**config.mk**
```make
export PLATFORM = sky130hd
export DESIGN_NAME = i2c_mon_slave
export DESIGN_NICKNAME = d
export VERILOG_FILES = /design/src/rtl/i2cs_pkg.sv /design/src/rtl/i2cs_sync.sv /design/src/rtl/i2cs_cond.sv /design/src/rtl/i2cs_regbank.sv /design/src/rtl/i2cs_proto.sv /design/src/rtl/i2c_mon_slave.sv
export SDC_FILE = /design/constraint.sdc
export NUM_CORES = 1
export LEC_CHECK = 0
export BUFFER_PORTS_ARGS = -buffer_cell sky130_fd_sc_hd__buf_4
export CAP_MARGIN = 20
export CORE_MARGIN = 5
export CORE_UTILIZATION = 25
export DETAILED_ROUTE_END_ITERATION = 6
export GPL_TIMING_DRIVEN = 0
export PLACE_DENSITY_LB_ADDON = 0.25
export SETUP_SLACK_MARGIN = 0.1
export SKIP_CTS_REPAIR_TIMING = 1
export SLEW_MARGIN = 20
export SYNTH_ARGS = -nofsm -noshare
export SYNTH_HDL_FRONTEND = slang
export SYNTH_SLANG_ARGS = --single-unit
```
**constraint.sdc**
```tcl
create_clock -name clk -period 2.7 [get_ports clk]
set_input_delay 0.135 -clock clk [delete_from_list [all_inputs] [get_ports clk]]
set_output_delay 0.135 -clock clk [all_outputs]
set_load 0.01 [all_outputs]
```
**src/rtl/i2cs_pkg.sv**
```systemverilog
package i2cs_pkg;

    localparam int DATA_W = 16;
    localparam int BYTE_W = 8;
    localparam logic [2:0] ID_PREFIX = 3'b100;

    typedef enum logic [2:0] {
        ST_IDLE,
        ST_RX,
        ST_RXACK,
        ST_TX,
        ST_TXACK,
        ST_WAIT
    } st_e;

    typedef enum logic [2:0] {
        K_ADDR,
        K_PTR,
        K_WHI,
        K_WLO,
        K_RHI,
        K_RLO
    } kind_e;

    typedef struct packed {
        logic start;
        logic stop;
        logic rise;
        logic fall;
        logic scl;
        logic sda;
    } bus_ev_t;

    function automatic logic id_match(input logic [BYTE_W-1:0] b, input logic [3:0] strap);
        return b[BYTE_W-1:1] == {ID_PREFIX, strap};
    endfunction

endpackage

```
**src/rtl/i2cs_sync.sv**
```systemverilog
module i2cs_sync #(
    parameter int W      = 2,
    parameter int STAGES = 2
) (
    input  logic         clk,
    input  logic         rst,
    input  logic [W-1:0] d,
    output logic [W-1:0] q
);
    logic [STAGES-1:0][W-1:0] chain;

    always_ff @(posedge clk) begin
        if (rst) chain <= '1;
        else     chain <= {chain[STAGES-2:0], d};
    end

    assign q = chain[STAGES-1];
endmodule

```
**src/rtl/i2cs_cond.sv**
```systemverilog
module i2cs_cond
    import i2cs_pkg::*;
#(
    parameter int BOOT_CYCLES = 64
) (
    input  logic    clk,
    input  logic    rst,
    input  logic    scl_s,
    input  logic    sda_s,
    output bus_ev_t ev,
    output logic    boot_busy
);
    localparam int BW = $clog2(BOOT_CYCLES + 1);
    localparam logic [BW-1:0] BOOT_END = BW'(BOOT_CYCLES);

    logic          scl_p, sda_p;
    logic [BW-1:0] bcnt;

    always_ff @(posedge clk) begin
        if (rst) begin
            scl_p <= 1'b1;
            sda_p <= 1'b1;
            bcnt  <= '0;
        end else begin
            scl_p <= scl_s;
            sda_p <= sda_s;
            if (boot_busy) bcnt <= bcnt + 1'b1;
        end
    end

    assign boot_busy = (bcnt != BOOT_END);

    always_comb begin
        ev.scl   = scl_s;
        ev.sda   = sda_s;
        ev.rise  = ~scl_p & scl_s;
        ev.fall  = scl_p & ~scl_s;
        ev.start = scl_p & scl_s & sda_p & ~sda_s & ~boot_busy;
        ev.stop  = scl_p & scl_s & ~sda_p & sda_s;
    end
endmodule

```
**src/rtl/i2cs_regbank.sv**
```systemverilog
module i2cs_regbank
    import i2cs_pkg::*;
#(
    parameter int NREG  = 8,
    parameter int IDX_W = $clog2(NREG)
) (
    input  logic              clk,
    input  logic              rst,
    input  logic              wr_en,
    input  logic [IDX_W-1:0]  wr_idx,
    input  logic [DATA_W-1:0] wr_data,
    input  logic [IDX_W-1:0]  rd_idx,
    output logic [DATA_W-1:0] rd_data
);
    logic [DATA_W-1:0] mem [NREG];

    always_ff @(posedge clk) begin
        if (rst) begin
            for (int i = 0; i < NREG; i++) mem[i] <= '0;
        end else if (wr_en) begin
            mem[wr_idx] <= wr_data;
        end
    end

    assign rd_data = mem[rd_idx];

    // a completed write is a single-cycle strobe
    assert_wr_pulse_R4: assert property (@(posedge clk) disable iff (rst)
        wr_en |=> !wr_en);
endmodule

```
**src/rtl/i2cs_proto.sv**
```systemverilog
module i2cs_proto
    import i2cs_pkg::*;
#(
    parameter int IDX_W = 3
) (
    input  logic              clk,
    input  logic              rst,
    input  bus_ev_t           ev,
    input  logic              boot_busy,
    input  logic [3:0]        strap,
    input  logic [DATA_W-1:0] rd_data,
    output logic [IDX_W-1:0]  ptr,
    output logic              wr_en,
    output logic [DATA_W-1:0] wr_data,
    output logic              sda_oe
);
    localparam logic [3:0] LAST_BIT = 4'(BYTE_W);

    st_e               st;
    kind_e             kind;
    logic [3:0]        cnt;
    logic [BYTE_W-1:0] shreg;
    logic [BYTE_W-1:0] hold;
    logic              mack;

    always_ff @(posedge clk) begin
        if (rst) begin
            st      <= ST_IDLE;
            kind    <= K_ADDR;
            cnt     <= '0;
            shreg   <= '0;
            hold    <= '0;
            mack    <= 1'b0;
            ptr     <= '0;
            wr_en   <= 1'b0;
            wr_data <= '0;
            sda_oe  <= 1'b0;
        end else begin
            wr_en <= 1'b0;
            if (ev.start) begin
                st     <= ST_RX;
                kind   <= K_ADDR;
                cnt    <= '0;
                sda_oe <= 1'b0;
            end else if (ev.stop) begin
                st     <= ST_IDLE;
                cnt    <= '0;
                sda_oe <= 1'b0;
            end else begin
                case (st)
                    ST_RX: begin
                        if (ev.rise) begin
                            shreg <= {shreg[BYTE_W-2:0], ev.sda};
                            cnt   <= cnt + 1'b1;
                        end else if (ev.fall && cnt == LAST_BIT) begin
                            cnt <= '0;
                            if (kind == K_ADDR && !id_match(shreg, strap)) begin
                                st <= ST_WAIT;
                            end else begin
                                st     <= ST_RXACK;
                                sda_oe <= 1'b1;
                            end
                        end
                    end
                    ST_RXACK: begin
                        if (ev.fall) begin
                            sda_oe <= 1'b0;
                            case (kind)
                                K_ADDR: begin
                                    if (shreg[0]) begin
                                        st     <= ST_TX;
                                        kind   <= K_RHI;
                                        sda_oe <= ~rd_data[DATA_W-1];
                                        shreg  <= {rd_data[DATA_W-2:BYTE_W], 1'b0};
                                    end else begin
                                        st   <= ST_RX;
                                        kind <= K_PTR;
                                    end
                                end
                                K_PTR: begin
                                    ptr  <= shreg[IDX_W-1:0];
                                    st   <= ST_RX;
                                    kind <= K_WHI;
                                end
                                K_WHI: begin
                                    hold <= shreg;
                                    st   <= ST_RX;
                                    kind <= K_WLO;
                                end
                                default: begin
                                    wr_en   <= 1'b1;
                                    wr_data <= {hold, shreg};
                                    st      <= ST_WAIT;
                                end
                            endcase
                        end
                    end
                    ST_TX: begin
                        if (ev.rise) begin
                            cnt <= cnt + 1'b1;
                        end else if (ev.fall) begin
                            if (cnt == LAST_BIT) begin
                                cnt    <= '0;
                                sda_oe <= 1'b0;
                                st     <= ST_TXACK;
                            end else begin
                                sda_oe <= ~shreg[BYTE_W-1];
                                shreg  <= {shreg[BYTE_W-2:0], 1'b0};
                            end
                        end
                    end
                    ST_TXACK: begin
                        if (ev.rise) begin
                            mack <= ~ev.sda;
                        end else if (ev.fall) begin
                            if (!mack) begin
                                st <= ST_WAIT;
                            end else if (kind == K_RHI) begin
                                st     <= ST_TX;
                                kind   <= K_RLO;
                                sda_oe <= ~rd_data[BYTE_W-1];
                                shreg  <= {rd_data[BYTE_W-2:0], 1'b0};
                            end else begin
                                st     <= ST_TX;
                                kind   <= K_RHI;
                                sda_oe <= ~rd_data[DATA_W-1];
                                shreg  <= {rd_data[DATA_W-2:BYTE_W], 1'b0};
                            end
                        end
                    end
                    default: ;
                endcase
            end
        end
    end

    // the pull-down only starts while the synchronised SCL is low
    assert_oe_scl_low_R9: assert property (@(posedge clk) disable iff (rst)
        $rose(sda_oe) |-> !ev.scl);

    // no transfer can begin while the boot window is open
    assert_boot_idle_R10: assert property (@(posedge clk) disable iff (rst)
        boot_busy |-> st == ST_IDLE);

    // any START restarts matching with SDA released
    assert_start_restart_R11: assert property (@(posedge clk) disable iff (rst)
        ev.start |=> (st == ST_RX && kind == K_ADDR && !sda_oe && cnt == 4'd0));

    // STOP returns to idle
    assert_stop_idle_R1: assert property (@(posedge clk) disable iff (rst)
        ev.stop |=> (st == ST_IDLE && !sda_oe));

    // register update follows the low byte's ACK clock
    assert_wr_after_ack_R4: assert property (@(posedge clk) disable iff (rst)
        wr_en |-> ($past(st) == ST_RXACK && $past(ev.fall)));

    // once waiting for START, SDA stays released
    assert_wait_release_R8: assert property (@(posedge clk) disable iff (rst)
        (st == ST_WAIT && $past(st) == ST_WAIT) |-> !sda_oe);
endmodule

```
**src/rtl/i2c_mon_slave.sv**
```systemverilog
module i2c_mon_slave
    import i2cs_pkg::*;
#(
    parameter int NREG        = 8,
    parameter int BOOT_CYCLES = 64,
    parameter int SYNC_STAGES = 2
) (
    input  logic       clk,
    input  logic       rst,
    input  logic       scl_i,
    input  logic       sda_i,
    input  logic [3:0] strap_i,
    output logic       sda_oe_o
);
    localparam int IDX_W = $clog2(NREG);

    logic [1:0]        pads_s;
    bus_ev_t           ev;
    logic              boot_busy;
    logic [IDX_W-1:0]  ptr;
    logic              wr_en;
    logic [DATA_W-1:0] wr_data;
    logic [DATA_W-1:0] rd_data;

    i2cs_sync #(.W(2), .STAGES(SYNC_STAGES)) u_sync (
        .clk (clk),
        .rst (rst),
        .d   ({scl_i, sda_i}),
        .q   (pads_s)
    );

    i2cs_cond #(.BOOT_CYCLES(BOOT_CYCLES)) u_cond (
        .clk       (clk),
        .rst       (rst),
        .scl_s     (pads_s[1]),
        .sda_s     (pads_s[0]),
        .ev        (ev),
        .boot_busy (boot_busy)
    );

    i2cs_proto #(.IDX_W(IDX_W)) u_proto (
        .clk       (clk),
        .rst       (rst),
        .ev        (ev),
        .boot_busy (boot_busy),
        .strap     (strap_i),
        .rd_data   (rd_data),
        .ptr       (ptr),
        .wr_en     (wr_en),
        .wr_data   (wr_data),
        .sda_oe    (sda_oe_o)
    );

    i2cs_regbank #(.NREG(NREG), .IDX_W(IDX_W)) u_regs (
        .clk     (clk),
        .rst     (rst),
        .wr_en   (wr_en),
        .wr_idx  (ptr),
        .wr_data (wr_data),
        .rd_idx  (ptr),
        .rd_data (rd_data)
    );
endmodule

```
==> results.sh <==
export IMPL_finalSetupViolCount=0
export IMPL_place_area_um2=9460
export IMPL_layout_setup_ws_ns=0.211
export IMPL_max_cap_violations=0
export IMPL_dr_total_vias=5308
export IMPL_grt_overflow_total=0
export IMPL_synth_warnings=0
export IMPL_power_frac_seq=0.550
export IMPL_place_inst=1173
export IMPL_grt_use_total=0.114
export IMPL_crit_path_end_kind="flop"
export IMPL_dpl_hpwl_um=15100
export IMPL_hp_class="in2reg"
export IMPL_die_x_um=198
export IMPL_synth_distinct_cells=55
export IMPL_yosysTopAreaCell="edfxtp_1"
export IMPL_die_y_um=198
export IMPL_yosysSeqAreaShare=0.580
export IMPL_fillers=3574
export IMPL_start_kind="flop"
export IMPL_slew_viol_final=0
export IMPL_num_rows=68
export IMPL_grt_start_max_net_pins=20
export IMPL_syn_avg_cell_area_um2=12.4
export IMPL_finish_instance_area_um2=10100
export IMPL_final_util=0.290
export IMPL_p_leak_uw=0.00368
export IMPL_cp_max_fo=10
export IMPL_switching_power_uw=1370
export IMPL_start_util=0.255
export IMPL_clkSlewWorstSetupHoldPaths_ns=0.07
export IMPL_cp_arrival_ns=2.78
export IMPL_synth_flop_cell="edfxtp_1"
export IMPL_ant_nets=0
export IMPL_grt_pass1_vias=5349
export IMPL_worstSetupPathType="reg2reg"
export IMPL_yosysTopAreaCellShare=0.435
export IMPL_wl_per_cell_um=18.0
export IMPL_via_per_inst=4.40
export IMPL_antenna_found_initial=0
export IMPL_max_slew_margin=0.427
export IMPL_cts_num_sinks=192
export IMPL_p_comb_frac=0.029
export IMPL_skew_ns=0.0169
export IMPL_holdWs_ns=0.338
export IMPL_cts_tree="done"
export IMPL_worstMarginPinSlew_ns=0.854
export IMPL_drc_errors=0
export IMPL_syn_area_um2=8840
export IMPL_clock_latency_ns=0.44
export IMPL_netlist_instances=711
export IMPL_finalWirelength_um=21700
export IMPL_status="finished clean"
export IMPL_grt_pass1_wl_um=33700
export IMPL_synth_area_leaders="edfxtp_1 44%, dfxtp_1 15%, and2_1 9.2%"
export IMPL_ys_async_sr_fraction=0
export IMPL_synth_edf_count=128
export IMPL_diodes=0
export IMPL_cts_root_buf="clkbuf_16"
export IMPL_timing_fmax_mhz=402
export IMPL_drive_gt1_frac=0.150
export IMPL_coreArea_um2=34700
export IMPL_dr_pass1_iters=4
export IMPL_internal_power_uw=4490
export IMPL_hp_start="rst"
export IMPL_multi_input_area_um2=3430
export IMPL_drt_initial_drc_count=309
export IMPL_io_pins=9
export IMPL_area_growth_pct=13.8
export IMPL_required_ns=2.99
export IMPL_clk_path_buf_depth=2
export IMPL_ir_drop_mv=0.392
export IMPL_power_density_nw_per_um2=583
export IMPL_dieArea_um2=39200
export IMPL_register_area_um2=5120
export IMPL_synth_fp_nets=726
export IMPL_gp_congestion=0.817
export IMPL_io_buffers=7
export IMPL_clkPwrFrac=0.421
export IMPL_rsz0062_at_grt="no"
export IMPL_final_cells=1207
export IMPL_ctsHtreeMaxLevel=4
export IMPL_dp_slack_ns=0.0146
export IMPL_switching_share=0.234
export IMPL_cts_buffers=17
export IMPL_fin_crit_sh=0.922
export IMPL_hold_violations=0
export IMPL_fin_nets=754
export IMPL_layout_min_cycle_time_ns=2.49
export IMPL_ys_ff_latch=192
## placed cells by master (no fill, tap or decap), types with 5 or more instances in the layout
cell type	count
o21ai_0	5
nand2_1	14
ha_1	7
nor2_1	68
a21oi_1	23
mux4_2	32
nor2b_1	8
clkbuf_1	29
xnor2_1	8
xor2_1	5
and2_1	130
buf_4	9
dfxtp_1	64
or2_2	18
nor3_1	11
buf_2	11
nand2b_1	7
inv_1	24
o22ai_1	8
o32ai_1	7
edfxtp_1	128
mux2i_1	37
nand3_1	8
clkbuf_16	17
a211oi_1	7
## registers in the layout, summed over array words and instances (netlist names), named ones only
name,cells
u_proto.mack,1
u_proto.wr_data,16
u_proto.wr_en,1
u_proto.shreg,8
u_proto.sda_oe,1
u_proto.st,3
u_cond.scl_p,1
u_proto.kind,3
u_proto.cnt,4
u_cond.bcnt,7
u_sync.chain,2
u_cond.sda_p,1
u_sync.q,2
u_proto.hold,8
u_proto.ptr,3
u_regs.mem,128
## layout make-up
type | instances | area share
tap | 455 | 0.0566
sequential | 192 | 0.510
multi-input combinational | 451 | 0.341
buffer | 43 | 0.0197
timing repair buffer | 9 | 0.00721
clock inverter | 14 | 0.0141
clock buffer | 18 | 0.0427
inverter | 25 | 0.00933
## synth_stat cells, types with 3 or more instances
library cell and count:
nand3_1 8, ha_1 7, and3_1 3, o22ai_1 8, xor2_1 5, o211ai_1 3, and2_1 130, buf_2 11
nor2b_1 8, o32ai_1 7, a22oi_1 3, nand2b_1 7, or2_2 18, and3b_1 3, a211oi_1 7, or3_1 4
edfxtp_1 128, nand2_1 14, nor3_1 12, dfxtp_1 64, mux4_2 32, mux2i_1 37, xnor2_1 8, a21oi_1 23
clkbuf_1 28, o21ai_0 5, nor2_1 68, inv_1 24
## per-layer routing
metal  track usage  vias up  wire length [µm]
met2         0.182       62             10400
met3        0.0248       13               693
li1              -     2602                 -
met5             0        -                 0
met1         0.158     2631             10400
met4        0.0283        0               258
## power by group through the flow
stage	Combinational [µW]	Clock, µW	Sequential [µW]
final	167	2470	3230
after global routing	182	2660	3230
after CTS	171	2540	3230
after detailed placement	170	0	3290
after global placement	170	0	3290
after floorplan	108	0	3280
## cells by family (layout without fill, tap and decap cells)
group | count (synthesis) | count (layout) | synth area share
mux | 70 | 70 | 0.125
xor+xnor | 13 | 13 | 0.0129
fa+ha+maj | 7 | 7 | 0.00991
compound gates | 69 | 69 | 0.0538
simple gates | 292 | 292 | 0.186
flops | 192 | 192 | 0.580
buf+inv | 68 | 109 | 0.0330
## per-stage QoR
stage,power [µW],TNS [ns]
after CTS,5940,0
after detailed placement,3470,0
after global routing,6080,0
after floorplan,3390,0
after global placement,3460,-0.485
final,5870,0
## worst max-delay path, stage by stage (launching register included)
cell and delay, ns:
dfxtp_1 0.31, buf_2 0.19, clkbuf_1 0.55, mux4_2 0.44, mux2i_1 0.32, nor3_1 0.11, a211oi_1 0.29, o32ai_1 0.13
## path summary, 6_finish.rpt
path                                    to  slack [ns]  depth (start not counted)
max          u_proto.shreg[3]$_SDFFE_PP0P_        0.21                          7
min           u_proto.kind[1]$_SDFFE_PP0P_        0.34                          3
max reg2reg  u_proto.shreg[3]$_SDFFE_PP0P_        0.21                          7
min reg2reg         u_sync.q[0]$_SDFF_PP1_        0.41                          1
Note: power is estimated with default switching activity, not from simulation.
